--- src/rtl/div_pkg.sv ---
package div_pkg;

    typedef enum logic [1:0] {
        ST_IDLE = 2'd0,
        ST_RUN  = 2'd1,
        ST_FIN  = 2'd2
    } div_state_e;

endpackage

--- src/rtl/div_operand_prep.sv ---
// Converts operands to magnitudes and detects faults visible before iterating.
module div_operand_prep #(
    parameter int W = 16
) (
    input  logic         signed_i,
    input  logic [W-1:0] hi_i,
    input  logic [W-1:0] lo_i,
    input  logic [W-1:0] dvs_i,
    output logic [W-1:0] mag_hi_o,
    output logic [W-1:0] mag_lo_o,
    output logic [W-1:0] mag_dvs_o,
    output logic         neg_dvd_o,
    output logic         neg_dvs_o,
    output logic         fault_o
);
    localparam int DW = 2 * W;

    logic [DW-1:0] dvd_raw;
    logic [DW-1:0] dvd_mag;
    logic          dvs_zero;

    always_comb begin
        dvd_raw   = {hi_i, lo_i};
        neg_dvd_o = signed_i & hi_i[W-1];
        neg_dvs_o = signed_i & dvs_i[W-1];
        dvd_mag   = neg_dvd_o ? (~dvd_raw + DW'(1)) : dvd_raw;
        mag_hi_o  = dvd_mag[DW-1:W];
        mag_lo_o  = dvd_mag[W-1:0];
        mag_dvs_o = neg_dvs_o ? (~dvs_i + W'(1)) : dvs_i;
        dvs_zero  = (dvs_i == '0);
        // A zero high half never trips the compare because the divisor is nonzero.
        fault_o   = dvs_zero | (mag_hi_o >= mag_dvs_o);
    end
endmodule

--- src/rtl/div_restore_step.sv ---
// One restoring step: shift the pair left, conditionally subtract, insert quotient bit.
module div_restore_step #(
    parameter int W = 16
) (
    input  logic [W-1:0] hi_i,
    input  logic [W-1:0] lo_i,
    input  logic [W-1:0] dvs_i,
    output logic [W-1:0] hi_o,
    output logic [W-1:0] lo_o
);
    logic [W:0]   wide;
    logic         take;

    always_comb begin
        wide = {hi_i, lo_i[W-1]};
        take = (wide >= {1'b0, dvs_i});
        hi_o = take ? (wide[W-1:0] - dvs_i) : wide[W-1:0];
        lo_o = {lo_i[W-2:0], take};
    end
endmodule

--- src/rtl/div_sign_fixup.sv ---
// Applies signs to magnitude results and checks the asymmetric signed limits.
module div_sign_fixup #(
    parameter int W = 16
) (
    input  logic [W-1:0] mag_q_i,
    input  logic [W-1:0] mag_r_i,
    input  logic         neg_dvd_i,
    input  logic         neg_dvs_i,
    input  logic         signed_i,
    output logic [W-1:0] quot_o,
    output logic [W-1:0] rem_o,
    output logic         ovf_o
);
    localparam logic [W-1:0] HALF = {1'b1, {(W-1){1'b0}}};

    logic diff_sign;

    always_comb begin
        diff_sign = neg_dvd_i ^ neg_dvs_i;
        if (!signed_i) begin
            ovf_o  = 1'b0;
            quot_o = mag_q_i;
        end else if (diff_sign) begin
            ovf_o  = (mag_q_i > HALF);
            quot_o = ~mag_q_i + W'(1);
        end else begin
            ovf_o  = (mag_q_i >= HALF);
            quot_o = mag_q_i;
        end
        rem_o = neg_dvd_i ? (~mag_r_i + W'(1)) : mag_r_i;
    end
endmodule

--- src/rtl/dw_divider.sv ---
module dw_divider
    import div_pkg::*;
#(
    parameter int W = 16
) (
    input  logic         clk,
    input  logic         rst_n,
    input  logic         start_i,
    input  logic         signed_i,
    input  logic [W-1:0] dvd_hi_i,
    input  logic [W-1:0] dvd_lo_i,
    input  logic [W-1:0] dvs_i,
    output logic         busy_o,
    output logic         done_o,
    output logic         err_o,
    output logic [W-1:0] quot_o,
    output logic [W-1:0] rem_o
);
    localparam int CW = $clog2(W + 1);
    localparam logic [CW-1:0] LAST = CW'(W - 1);

    typedef struct packed {
        div_state_e   state;
        logic [CW-1:0] cnt;
        logic [W-1:0] hi;
        logic [W-1:0] lo;
        logic [W-1:0] md;
        logic         sgn;
        logic         neg_dvd;
        logic         neg_dvs;
        logic         err_pend;
        logic [W-1:0] quot;
        logic [W-1:0] rem;
        logic         done;
        logic         err;
    } div_regs_t;

    div_regs_t r_d, r_q;

    logic [W-1:0] p_hi, p_lo, p_md;
    logic         p_neg_dvd, p_neg_dvs, p_fault;
    logic [W-1:0] s_hi, s_lo;
    logic [W-1:0] f_quot, f_rem;
    logic         f_ovf;

    div_operand_prep #(.W(W)) i_prep (
        .signed_i (signed_i),
        .hi_i     (dvd_hi_i),
        .lo_i     (dvd_lo_i),
        .dvs_i    (dvs_i),
        .mag_hi_o (p_hi),
        .mag_lo_o (p_lo),
        .mag_dvs_o(p_md),
        .neg_dvd_o(p_neg_dvd),
        .neg_dvs_o(p_neg_dvs),
        .fault_o  (p_fault)
    );

    div_restore_step #(.W(W)) i_step (
        .hi_i (r_q.hi),
        .lo_i (r_q.lo),
        .dvs_i(r_q.md),
        .hi_o (s_hi),
        .lo_o (s_lo)
    );

    div_sign_fixup #(.W(W)) i_fix (
        .mag_q_i  (r_q.lo),
        .mag_r_i  (r_q.hi),
        .neg_dvd_i(r_q.neg_dvd),
        .neg_dvs_i(r_q.neg_dvs),
        .signed_i (r_q.sgn),
        .quot_o   (f_quot),
        .rem_o    (f_rem),
        .ovf_o    (f_ovf)
    );

    always_comb begin
        r_d      = r_q;
        r_d.done = 1'b0;
        r_d.err  = 1'b0;
        unique case (r_q.state)
            ST_IDLE: begin
                if (start_i) begin
                    r_d.hi       = p_hi;
                    r_d.lo       = p_lo;
                    r_d.md       = p_md;
                    r_d.sgn      = signed_i;
                    r_d.neg_dvd  = p_neg_dvd;
                    r_d.neg_dvs  = p_neg_dvs;
                    r_d.cnt      = '0;
                    r_d.err_pend = p_fault;
                    r_d.state    = p_fault ? ST_FIN : ST_RUN;
                end
            end
            ST_RUN: begin
                r_d.hi  = s_hi;
                r_d.lo  = s_lo;
                r_d.cnt = r_q.cnt + CW'(1);
                if (r_q.cnt == LAST) begin
                    r_d.state = ST_FIN;
                end
            end
            ST_FIN: begin
                r_d.state = ST_IDLE;
                r_d.done  = 1'b1;
                if (r_q.err_pend || f_ovf) begin
                    r_d.err = 1'b1;
                end else begin
                    r_d.quot = f_quot;
                    r_d.rem  = f_rem;
                end
            end
            default: r_d.state = ST_IDLE;
        endcase
    end

    always_ff @(posedge clk or negedge rst_n) begin
        if (!rst_n) begin
            r_q       <= '0;
            r_q.state <= ST_IDLE;
        end else begin
            r_q <= r_d;
        end
    end

    assign busy_o = (r_q.state != ST_IDLE);
    assign done_o = r_q.done;
    assign err_o  = r_q.err;
    assign quot_o = r_q.quot;
    assign rem_o  = r_q.rem;

    // Handshake shape
    assert_done_pulse_R2: assert property (@(posedge clk) disable iff (!rst_n)
        done_o |=> !done_o);
    assert_done_not_busy_R2: assert property (@(posedge clk) disable iff (!rst_n)
        done_o |-> !busy_o);
    assert_err_only_with_done_R4: assert property (@(posedge clk) disable iff (!rst_n)
        err_o |-> done_o);
    // Results frozen when an error is reported
    assert_err_holds_result_R4: assert property (@(posedge clk) disable iff (!rst_n)
        (done_o && err_o) |-> ($stable(quot_o) && $stable(rem_o)));
    // Captured operands do not move while busy
    assert_start_ignored_R3: assert property (@(posedge clk) disable iff (!rst_n)
        (busy_o && start_i) |=> ($stable(r_q.md) && $stable(r_q.sgn) && $stable(r_q.neg_dvd)));
    // Partial remainder stays below the divisor magnitude during iteration
    assert_partial_below_divisor_R6: assert property (@(posedge clk) disable iff (!rst_n)
        (r_q.state == ST_RUN) |-> (r_q.hi < r_q.md));
    assert_step_count_R2: assert property (@(posedge clk) disable iff (!rst_n)
        (r_q.state == ST_RUN) |-> (r_q.cnt <= LAST));

endmodule

--- config.mk ---
export PLATFORM = sky130hd
export DESIGN_NAME = dw_divider
export DESIGN_NICKNAME = d
export VERILOG_FILES = /design/src/rtl/div_pkg.sv /design/src/rtl/div_operand_prep.sv /design/src/rtl/div_restore_step.sv /design/src/rtl/div_sign_fixup.sv /design/src/rtl/dw_divider.sv
export SDC_FILE = /design/constraint.sdc
export NUM_CORES = 1
export LEC_CHECK = 0
export ABC_CLOCK_PERIOD_IN_PS = 3100
export CORE_MARGIN = 8
export CORE_UTILIZATION = 45
export CTS_BUF_LIST = sky130_fd_sc_hd__clkbuf_8
export CTS_CLUSTER_SIZE = 25
export DETAILED_ROUTE_END_ITERATION = 8
export GPL_ROUTABILITY_DRIVEN = 0
export PLACE_DENSITY = 0.67
export SYNTH_ARGS = -nofsm -noshare
export SYNTH_HDL_FRONTEND = slang
export SYNTH_SLANG_ARGS = --single-unit
export TNS_END_PERCENT = 50
--- constraint.sdc ---
create_clock -name clk -period 3.1 [get_ports clk]
set_input_delay 0.31 -clock clk [delete_from_list [all_inputs] [get_ports clk]]
set_output_delay 0.31 -clock clk [all_outputs]
set_load 0.1 [all_outputs]
* Yosys cells after proc, flatten, opt, wreduce, memory -nomap -nowiden *
Cells that the tools add are included.

storage, ports and cells
  flip-flop bits (word level) = 93
  output and inout bits = 35
  logic and storage cells = 61

cells by class
  add/sub/neg operators = 6
  order comparisons = 4
  equal/unequal tests = 5
  muxes and demuxes = 15
  bitwise gates (word level) = 9
  reductions and logical operators = 9

operators with widths
  operator                                                          number
  16-bit two-way mux                                                5
  37-bit one-hot mux with 2 select lines                            1
  59-bit two-way mux                                                1
  16-bit by 1-bit adder with 16-bit output (second input constant)  3
  16-bit NOT                                                        3
  32-bit by 1-bit adder with 32-bit output (second input constant)  1
  32-bit two-way mux                                                1
  32-bit NOT                                                        1
  17-bit by 16-bit >= comparator with 1-bit output                  1
  16-bit >= comparator                                              1
  16-bit >= comparator (second input constant)                      1
  16-bit greater-than comparator (second input constant)            1
  16-bit zero test                                                  1
  16-bit subtractor                                                 1
  2-bit AND reduction                                               4
  2-bit two-way mux                                                 3
  5-bit by 1-bit adder with 5-bit output (second input constant)    1
  5-bit by 4-bit == test with 1-bit output (second input constant)  1
  2-bit inequality test (second input constant)                     2
  2-bit one-hot mux with 2 select lines                             1
  2-bit nonzero test                                                2
  1-bit two-way mux                                                 3
  1-bit AND                                                         2
  2-bit by 1-bit == test with 1-bit output (second input constant)  1
  other kinds (6)                                                   6

* Longest topological paths before layout *
Gate-level depths: netlist of the first run.

  depth after elaboration = 8
  gate-level depth with buffers = 15

* Modules after synthesis *
From an unflattened synthesis of the first run, not the netlist that was laid out.

second synthesis, totals
  cells, all modules = 806
  area total of the unflattened synthesis = 7432.1 um^2

by module, submodules not included
  module            instances  cells an instance  area an instance (um^2)  sequential area each (um^2)
  dw_divider        1          328                4006.3                   2327.2
  div_operand_prep  1          207                1411.4                   0.0
  div_restore_step  1          173                1350.0                   0.0
  div_sign_fixup    1          98                 664.4                    0.0

* Least setup slack after synthesis of the first run *
No wires, ideal clock.

  kind = input-to-reg
  start point = input dvd_lo_i[5]
  end point = register r_q[34] (netlist bit)
  setup time = 119 ps
  data arrival time = 3098 ps
  data required time = 2981 ps
  setup slack = -117 ps
  stages on the path = 13
  buffers on the path = 0
  path through = nor4_4 -> nand4_2 -> or3b_4 -> o31ai_1 -> xnor2_1 -> ha_1 -> a21o_1 -> a21o_1 -> a211o_1 -> a21oi_1 -> o221ai_1 -> a211o_1 -> o21a_1

between the ends
  cells in the longest elaborated chain, start to end = 5

RTL lines
  what                                      RTL line                RTL
  from (decl)                               dw_divider.sv:11        input logic [W-1:0] dvd_lo_i,
  32-bit NOT                                div_operand_prep.sv:26  dvd_mag = neg_dvd_o ? (~dvd_raw + DW'(1)) : dvd_raw;
  32-bit by 1-bit adder with 32-bit output  div_operand_prep.sv:26
  32-bit two-way mux                        div_operand_prep.sv:26
  16-bit >= comparator                      div_operand_prep.sv:32  fault_o = dvs_zero | (mag_hi_o >= mag_dvs_o);
  1-bit bitwise OR                          div_operand_prep.sv:32
  to (signal assigned)                      dw_divider.sv:123       r_q <= r_d;
  to (decl)                                 dw_divider.sv:38        div_regs_t r_d, r_q;

No other way between the ends.
A chain may end at the register's enable or synchronous reset.

* Worst setup path after layout of the first run *
  start point = input dvd_lo_i[0]
  end point = register r_q[34] (netlist bit)

Same word-level chain as after synthesis.

==> impl_metrics.csv, run 1 <==
group,metric,value,unit
die,floorplan.core_area,15150,um^2
sta,timing.hold.ws,409.5,ps
logic_synthesis,synthMuxAreaShare,3.507,%
die,io_pins,87,
route,drcViolationCount,0,
finish,fill_cells,1302,
logic_synthesis,synth.yosys.warnings,0,
setup_path,endpoint_required_time_on_the_critical_path,3340,ps
logic_synthesis,post_synth_xor_area_fraction,10.25,%
pwr,total_leakage_power,0.004086,uW
logic_synthesis,synth.cell_area,6922,um^2
sta,finClkSkew,8.560,ps
logic_synthesis,synthesis.nets,878,
grt,global_route_total_overflow,0,
route,route.final.wire_length,19000,um
cts,ctsHtreeMaxLevel,3,
sta,slew_headroom,35.23,%
finish,sequential_cell_area,2327,um^2
setup_path,worst-endpoint-arrival,3400,ps
route,antenna_violating_nets_post_route,0,
cts,path_clk_slew,90,ps
sta,finalMaxSlewViolations,0,
setup_path,critPathKind,"in -> reg",
grt,groute.layer.met2.usage,31.41,%
logic_synthesis,synth_adder_area_share,7.158,%
place,port-buffer-count,86,
finish,area_growth,30.15,%
cts,cts.path.max_buffers,2,
sta,final-hold-violation-count,0,
grt,grt_pass1_vias,6265,
sta,finalSetupViolations,1,
sta,rsz_0062_raised_after_global_routing,"yes",
finish,final_layout_size_suffix_gt1_share,26.69,%
logic_synthesis,synth_seq_cells,93,
finish,mostFrequentLayoutCells,"174 x buf_4, 93 x dfrtp_1, 68 x a21oi_1, 64 x nor2_1, 47 x nand2_1",
sta,final_min_period,3152,ps
finish,ant_diodes,0,
sta,tightest_slew,968.5,ps
flow_run,max_cap_viol_count,0,
logic_synthesis,post_synth_num_cell_types,63,
place,detailedPlacementHpwl,14960,um
route,detail_route.first_pass.iterations,5,
finish,finish.net_count,1049,
route,detailroute.via_count,6398,
die,initial_core_util,45.70,%
logic_synthesis,synth_edf_count,0,
grt,globalRouteTotalUtil,19.02,%
grt,global_route.peak_usage_layer,"met2",
run_status,violations,"setup timing",
sta,tns,-52.26,ps
logic_synthesis,dominant_combinational_cell_family_by_area_after_synthesis,"compound AO/OA/AOI/OAI gates",
grt,first_pass_grt_wire_length,30920,um
hold_path,hold_path_class,"in -> reg",
logic_synthesis,async_reset_ff_share,100.0,%
grt,groute.layer.met1.usage,25.43,%
cts,cts.root.buffer_cell,"clkbuf_8",
route,viasPerCell,5.559,
setup_path,end_kind,"flop",
grt,met3_usage_grt,2.718,%
die,placementRows,45,
pwr,powerDensity,1062,nW/um^2
route,routed_length_per_placed_instance,16.51,um
cts,cts-buffers-inserted,9,
setup_path,worst-path-max-fanout,2,
logic_synthesis,post_synth.cell_area_avg,8.795,um^2
run_status,status,"finished with violations",
route,dr.first_iter.drc_count,408,
logic_synthesis,netlist_instances,787,
pwr,vdd.ir_drop.worst,385.9,uV
sta,max_freq,317.2,MHz
die,die_x,140.0,um
finish,final_common_cell,"buf_4",
finish,multi_input_area,4263,um^2
cts,cts_tree,"built",
sta,layout_setup_ws,-52.26,ps
finish,post-route-util,59.48,%
grt,maximum_number_of_pins_on_one_net_before_global_route_repair,36,
setup_path,type_of_element_launching_the_critical_path,"input port",
logic_synthesis,ys_dominant_reg_cell,"dfrtp_1",
logic_synthesis,ys_seq_area_share,33.62,%
pwr,fin_total_pwr,9571,uW
die,die_area,19610,um^2
die,die_height,140.0,um
cts,clock_insertion_delay_worst_skew,360,ps
logic_synthesis,synthesized_area_fraction_occupied_by_ao_oa_aoi_and_oai_cells,21.62,%
logic_synthesis,synth-simple-area-share,16.27,%
grt,grt_antenna_before_repair,0,
cts,cts.sink_count,93,
sta,min_period_over_period,101.7,%
-- cell families (layout without fill, tap and decap cells) --
logic type,Yosys count,after routing
AO/OA/AOI/OAI,232,232
multiplexers,23,23
XOR/XNOR,81,81
flip-flops,93,93
buffers and inverters,101,277
AND/OR/NAND/NOR,218,218
adder cells (fa/ha/maj),39,39
-- final timing paths --
check,from,to,slack (ps),depth (start not counted)
worst max-delay path,dvd_lo_i[0],r_q[34],-50,17
worst min register to register,r_q[43],r_q[43],480,2
worst min-delay path,dvd_lo_i[11],r_q[65],410,4
min in group asynchronous,rst_n,r_q[52],440,2
worst max register to register,r_q[74],r_q[71],230,9
max in group asynchronous,rst_n,quot_o[2],1890,3
-- stage by stage --
| stage | cell area (um^2) | cells | worst slack [ps] |
|---|---|---|---|
| global placement | 8403 | 1105 | -684.7 |
| floorplan | 6927 | 787 | -73.11 |
| detailed placement | 8403 | 1105 | -779.5 |
| global route | 9009 | 1151 | -154.1 |
| finish | 9009 | 1151 | -52.26 |
| CTS | 8831 | 1140 | -72.00 |
-- report_power, final --
group / internal, uW / switching [uW]
registers: 1770 / 573
logic: 2370 / 4010
clock network: 445 / 401
total: 4590 / 4990
-- cell type report --
class / instances / area share, %
multi-input combinational: 593 / 47.32
sequential: 93 / 25.83
timing repair buffer: 228 / 20.57
tap: 188 / 2.611
clock buffer: 9 / 1.375
inverter: 33 / 1.375
clock inverter: 7 / 0.9167
-- cells in the mapped netlist (all sizes together), types with 9 or more instances --
| cell | n | area, um^2 |
|---|---|---|
| o21ai | 56 | 284.0 |
| o41ai | 12 | 127.6 |
| or3 | 11 | 68.82 |
| clkbuf | 27 | 101.4 |
| inv | 33 | 123.9 |
| ha | 38 | 475.5 |
| mux2i | 13 | 130.1 |
| buf | 41 | 299.0 |
| xor2 | 37 | 324.1 |
| nor2 | 66 | 247.7 |
| nor2b | 14 | 87.58 |
| a21oi | 70 | 350.3 |
| xnor2 | 44 | 385.4 |
| o31ai | 16 | 125.1 |
| mux2 | 10 | 112.6 |
| a21o | 9 | 67.56 |
| nand2b | 9 | 56.30 |
| nand2 | 49 | 183.9 |
| nand3 | 9 | 45.04 |
| dfrtp | 93 | 2327 |
| and2 | 9 | 57.56 |
| nor3 | 16 | 90.09 |
| o22ai | 13 | 81.33 |
-- state kept, by name, indices dropped and copies added (netlist names) --
name,cells
r_q,59
quot_o,16
err_o,1
done_o,1
rem_o,16
-- per-layer routing --
metal	share of wire (%)	routed length, um	up-vias
li1	-	-	3134
met1	47	8847	3027
met2	46	8821	214
met3	5.3	1010	23
met4	1.7	318	0
met5	0	0	-
-- timing repair --
| action | 4_1_cts | 5_1_grt |
|---|---|---|
| hold endpoints to repair | 33 | 0 |
| setup endpoints to repair | 3 | 3 |
| pin swaps | 24 | 32 |
| setup buffers | 18 | 11 |
| resized for setup | 68 | 29 |
| hold buffers | 1 | 0 |
-- worst max-delay path, cell delays in order --
cell and delay, ps:
clkdlybuf4s15_2 200, inv_2 80, ha_4 130, nor2b_4 140, nand4_1 170, or3b_4 450, buf_4 160, o21ai_1 190
xnor2_1 150, ha_1 210, a21o_1 150, a21o_1 150, a211o_1 260, a21oi_2 140, o221ai_2 130, a211o_1 260
o21a_1 110
(Power assumes the default switching activity.)
==> inputs of run 2 (changes only) <==
--- a/config.mk
+++ b/config.mk
@@ -12,7 +12,7 @@
 export CTS_CLUSTER_SIZE = 25
 export DETAILED_ROUTE_END_ITERATION = 8
 export GPL_ROUTABILITY_DRIVEN = 0
-export PLACE_DENSITY = 0.67
+export PLACE_DENSITY = 0.69
 export SYNTH_ARGS = -nofsm -noshare
 export SYNTH_HDL_FRONTEND = slang
 export SYNTH_SLANG_ARGS = --single-unit
==> impl_metrics.csv, run 2 (synthesized netlist as in run 1, its figures left out) <==
group,metric,value,unit
route,dr.first_iter.drc_count,432,
route,routed_length_per_placed_instance,16.56,um
route,viasPerCell,5.519,
grt,global_route_total_overflow,0,
flow_run,max_cap_viol_count,0,
finish,design_area,9050,um^2
die,io_pins,87,
die,die_area,19610,um^2
route,antenna_violating_nets_post_route,0,
cts,ctsHtreeMaxLevel,3,
finish,finish.net_count,1051,
cts,cts-buffers-inserted,9,
route,route.final.wire_length,19090,um
route,detailroute.via_count,6363,
finish,instances_no_fill,1153,
setup_path,endpoint_required_time_on_the_critical_path,3370,ps
finish,final_layout_size_suffix_gt1_share,24.35,%
sta,tns,0,ps
grt,first_pass_grt_wire_length,31370,um
sta,min_period_over_period,99.50,%
sta,tightest_slew,984.1,ps
cts,clock_insertion_delay_worst_skew,370,ps
setup_path,worst-path-max-fanout,5,
setup_path,cp.buffers_inverters,1,
sta,finalSetupViolations,0,
die,initial_core_util,45.70,%
setup_path,cpPeakStageDelay,450,ps
finish,final_common_cell,"buf_4",
sta,final-hold-violation-count,0,
run_status,status,"complete, no violations",
die,die_height,140.0,um
place,detailedPlacementHpwl,14150,um
cts,cts.sink_count,93,
cts,cts.root.buffer_cell,"clkbuf_8",
grt,globalRouteTotalUtil,19.36,%
pwr,vdd.ir_drop.worst,370.5,uV
finish,registers.top_by_ff_count,"r_q",
sta,finClkSkew,11.75,ps
place,port-buffer-count,86,
setup_path,reg2reg_slack,260,ps
cts,path_clk_slew,90,ps
hold_path,hold-path-endpoint,"r_q[66]",
setup_path,end_kind,"flop",
hold_path,holdPathStages,4,
finish,ant_diodes,0,
setup_path,crit_path_cell_trace,"buf_2 > nor4_4 > nand4_2 > or3b_4 > o31ai_4 > xnor2_2 > ha_1 > a21o_1 > a21o_1 > a211o_1 > a21oi_2 > o221ai_2 > a211o_1 > o21a_1",
sta,final_min_period,3085,ps
sta,finalMaxSlewViolations,0,
setup_path,critical_path.slowest_cell,"or3b_4",
finish,post-route-util,59.75,%
grt,grt_pass1_vias,6258,
cts,cts_tree,"built",
grt,maximum_number_of_pins_on_one_net_before_global_route_repair,53,
route,detail_route.first_pass.iterations,5,
finish,mostFrequentLayoutCells,"153 x buf_4, 93 x dfrtp_1, 68 x a21oi_1, 64 x nor2_1, 50 x clkdlybuf4s50_1",
cts,cts.path.max_buffers,2,
sta,slew_headroom,34.19,%
sta,rsz_0062_raised_after_global_routing,"yes",
hold_path,hold_path_class,"in -> reg",
grt,grt_antenna_before_repair,0,
die,floorplan.core_area,15150,um^2
die,placementRows,45,
finish,largest_register_ff_count,59,
die,die_x,140.0,um
setup_path,reg2reg_from,"r_q[73]",
place,dpl.cell_count,1101,
route,drcViolationCount,0,
setup_path,r2r_end,"r_q[70]",
setup_path,critical-path-top-delay-family,"compound AO/OA/AOI/OAI gates",
setup_path,type_of_element_launching_the_critical_path,"input port",
pwr,powerDensity,1065,nW/um^2
hold_path,hold_path_startpoint,"dvd_lo_i[12]",
finish,area_growth,30.75,%
sta,max_freq,324.2,MHz
setup_path,total_stage_count_of_the_critical_path,14,
setup_path,worst-endpoint-arrival,3360,ps
setup_path,critPathKind,"in -> reg",
setup_path,rr_worst_depth,9,
pwr,total_leakage_power,0.004017,uW
place,placement.cell_area,8461,um^2
## run 2: power by group
part | switching (uW) | total (uW) | internal [uW]
Sequential | 572 | 2350 | 1770
Combinational | 3980 | 6400 | 2420
Clock | 424 | 898 | 475
Total | 4970 | 9640 | 4670
## run 2: worst max-delay path by stage
stage / startpoint / to
global route: dvs_i[8] / r_q[34]
floorplan: dvd_lo_i[5] / r_q[34]
detailed placement: dvd_lo_i[6] / r_q[34]
CTS: dvs_i[8] / r_q[34]
global placement: dvd_lo_i[5] / r_q[34]
finish: dvd_lo_i[4] / r_q[34]
## run 2: cell type report
class	instances	area, um^2
clock buffer	10	137.6
clock inverter	6	86.33
fill	1293	6096
multi-input combinational	593	4222
timing repair buffer	230	1916
sequential	93	2327
inverter	33	126.4
tap	188	235.2
## run 2: metrics by stage
stage | setup WS (ps) | hold slack (ps) | power (uW)
detailed placement | -777.0 | 389.9 | 8631
CTS | 0.5875 | 422.4 | 9583
global placement | -731.6 | 382.1 | 8512
floorplan | -73.11 | 14.41 | 7301
global route | -82.60 | 433.8 | 10360
finish | 15.38 | 401.3 | 9643
## run 2: worst register-to-register path, stage by stage (launching register included)
cell and delay [ps]:
dfrtp_1 480, ha_1 380, nand3_1 110, o21ba_2 270
nor3_1 110, o21ba_2 260, o41ai_4 340, buf_12 220
mux2_2 360, a222oi_1 210
## run 2: what timing repair did
action	CTS	global route
gates resized for setup	56	22
hold buffers	1	0
hold endpoints to repair	40	0
pin swaps	27	17
setup endpoints to repair	3	4
buffers inserted	30	6
## run 2: per-layer routing
metal	vias to the layer above	GRT usage [%]	part of all wire, %
met3	29	3.466	5.9
met5	-	0	0
met4	0	6.343	1.9
li1	3142	-	-
met1	2959	26.70	48
met2	233	30.07	45
==> inputs of run 3 (changes only) <==
--- a/config.mk
+++ b/config.mk
@@ -7,12 +7,12 @@
 export LEC_CHECK = 0
 export ABC_CLOCK_PERIOD_IN_PS = 3100
 export CORE_MARGIN = 8
-export CORE_UTILIZATION = 45
+export CORE_UTILIZATION = 55
 export CTS_BUF_LIST = sky130_fd_sc_hd__clkbuf_8
 export CTS_CLUSTER_SIZE = 25
 export DETAILED_ROUTE_END_ITERATION = 8
 export GPL_ROUTABILITY_DRIVEN = 0
-export PLACE_DENSITY = 0.69
+export PLACE_DENSITY = 0.81
 export SYNTH_ARGS = -nofsm -noshare
 export SYNTH_HDL_FRONTEND = slang
 export SYNTH_SLANG_ARGS = --single-unit
==> impl_metrics.csv, run 3 (synthesized netlist as in run 1, its figures left out) <==
group,metric,value,unit
setup_path,cp.buffers_inverters,2,
sta,rsz_0062_raised_after_global_routing,"yes",
die,placementRows,41,
place,dpl.cell_count,1086,
setup_path,type_of_element_launching_the_critical_path,"input port",
setup_path,critical-path-top-delay-family,"compound AO/OA/AOI/OAI gates",
finish,finish.net_count,1032,
die,die_height,128.2,um
finish,area_growth,26.68,%
setup_path,cpPeakStageDelay,420,ps
pwr,total_leakage_power,0.003935,uW
grt,first_pass_grt_wire_length,30870,um
finish,mostFrequentLayoutCells,"158 x buf_4, 93 x dfrtp_1, 68 x a21oi_1, 64 x nor2_1, 49 x nand2_1",
route,detailroute.via_count,6537,
setup_path,worst-endpoint-arrival,3470,ps
die,io_pins,87,
route,drcViolationCount,0,
setup_path,worst-path-max-fanout,2,
sta,min_period_over_period,103.3,%
die,initial_core_util,55.53,%
cts,cts_tree,"built",
grt,global_route_total_overflow,0,
grt,grt_pass1_vias,6572,
hold_path,hold_path_class,"in -> async",
grt,maximum_number_of_pins_on_one_net_before_global_route_repair,76,
setup_path,end_kind,"flop",
setup_path,crit_path_cell_trace,"dlygate4sd2_1 > nor3_2 > buf_4 > nand4_4 > or3b_4 > o31ai_4 > xnor2_2 > ha_1 > a21o_1 > a21o_1 > a211o_1 > a21oi_2 > o221ai_2 > a211o_1 > o21a_1",
finish,registers.top_by_ff_count,"r_q",
place,preCtsSetupSlack,-780.5,ps
route,top_layer,"met4",
grt,grt_antenna_before_repair,0,
finish,final_layout_size_suffix_gt1_share,24.74,%
die,die_x,128.2,um
sta,final-hold-violation-count,0,
die,die_area,16430,um^2
sta,layout_setup_ws,-101.8,ps
run_status,violations,"setup timing",
sta,finalSetupViolations,3,
cts,ctsHtreeMaxLevel,3,
route,routed_length_per_placed_instance,16.95,um
setup_path,critical_path.slowest_cell,"or3b_4",
pwr,vdd.ir_drop.worst,475.4,uV
place,port-buffer-count,86,
route,dr.first_iter.drc_count,716,
sta,final_min_period,3202,ps
finish,instances_no_fill,1118,
sta,max_freq,312.3,MHz
sta,tightest_slew,971.1,ps
route,met2WireLength,8997,um
route,antenna_violating_nets_post_route,0,
flow_run,max_cap_viol_count,0,
cts,clock_insertion_delay_worst_skew,370,ps
grt,globalRouteTotalUtil,22.93,%
route,detailroute.wirelength.met3,1356,um
place,detailedPlacementHpwl,14560,um
finish,sequential_cell_area,2327,um^2
finish,largest_register_ff_count,59,
finish,multi_input_area,4200,um^2
route,route.final.wire_length,18950,um
finish,fill_cells,940,
cts,path_clk_slew,90,ps
cts,cts.root.buffer_cell,"clkbuf_8",
cts,cts.path.max_buffers,2,
cts,cts-buffers-inserted,9,
place,placement.cell_area,8351,um^2
route,detail_route.first_pass.iterations,5,
cts,cts.sink_count,93,
finish,ant_diodes,0,
pwr,powerDensity,1088,nW/um^2
sta,slew_headroom,35.06,%
sta,finClkSkew,10.39,ps
finish,final_common_cell,"buf_4",
setup_path,critPathKind,"in -> reg",
route,m1WireLength,8033,um
setup_path,endpoint_required_time_on_the_critical_path,3360,ps
run_status,status,"finished with violations",
die,floorplan.core_area,12470,um^2
finish,design_area,8768,um^2
sta,finalMaxSlewViolations,0,
pwr,fin_total_pwr,9540,uW
finish,post-route-util,70.34,%
route,viasPerCell,5.847,
[run 3: metrics by stage]
step           setup TNS (ps)  hold slack, ps
2_1_floorplan          -76.93           14.41
3_3_place_gp            -1823           463.7
3_5_place_dp            -2144           484.1
4_1_cts                -9.070           107.1
5_1_grt                -447.2           157.0
6_report               -229.7           62.15
[run 3: layer usage]
layer / global-route usage, % / up-vias
li1: - / 3104
met1: 29.33 / 3130
met2: 37.91 / 261
met3: 3.161 / 42
met4: 9.790 / 0
met5: 0 / -
[run 3: repair_timing]
item | 4_1_cts | 5_1_grt
setup endpoints to repair | 3 | 12
gates resized for setup | 71 | 18
setup buffers | 15 | 1
pin swaps | 24 | 12
hold buffers | 0 | 0
[run 3: where the power goes]
| part | internal (uW) | switching (uW) | total (uW) |
|---|---|---|---|
| sequential | 1770 | 583 | 2360 |
| clock | 416 | 425 | 841 |
| combinational | 2350 | 3990 | 6340 |
| total | 4540 | 5000 | 9540 |
[run 3: worst register-to-register path, cell delays in order (launching register included)]
cell	delay, ps
dfrtp_1	410
ha_1	400
or3_1	150
o21ai_0	110
nand3b_1	260
o21ba_2	290
o41ai_4	600
mux2_2	410
a222oi_1	230
[run 3: layout make-up]
type	count	share of cell area (%)
flip-flops and latches	93	26.54
well taps	172	2.454
multi-input cells	593	47.90
clock inverters	5	0.6707
inverters	33	1.413
clock buffers	11	1.727
repair buffers	211	19.29
[run 3: worst paths after layout]
kind	depth (start not counted)	start	to	slack [ps]
setup / recovery	15	dvd_lo_i[2]	r_q[34]	-100
hold / removal	1	rst_n	r_q[53]	60
setup reg to reg	8	r_q[74]	r_q[70]	120
hold reg to reg	2	r_q[44]	r_q[44]	500
max in group asynchronous	2	rst_n	rem_o[5]	2250
min in group clk	4	dvd_lo_i[12]	r_q[66]	390
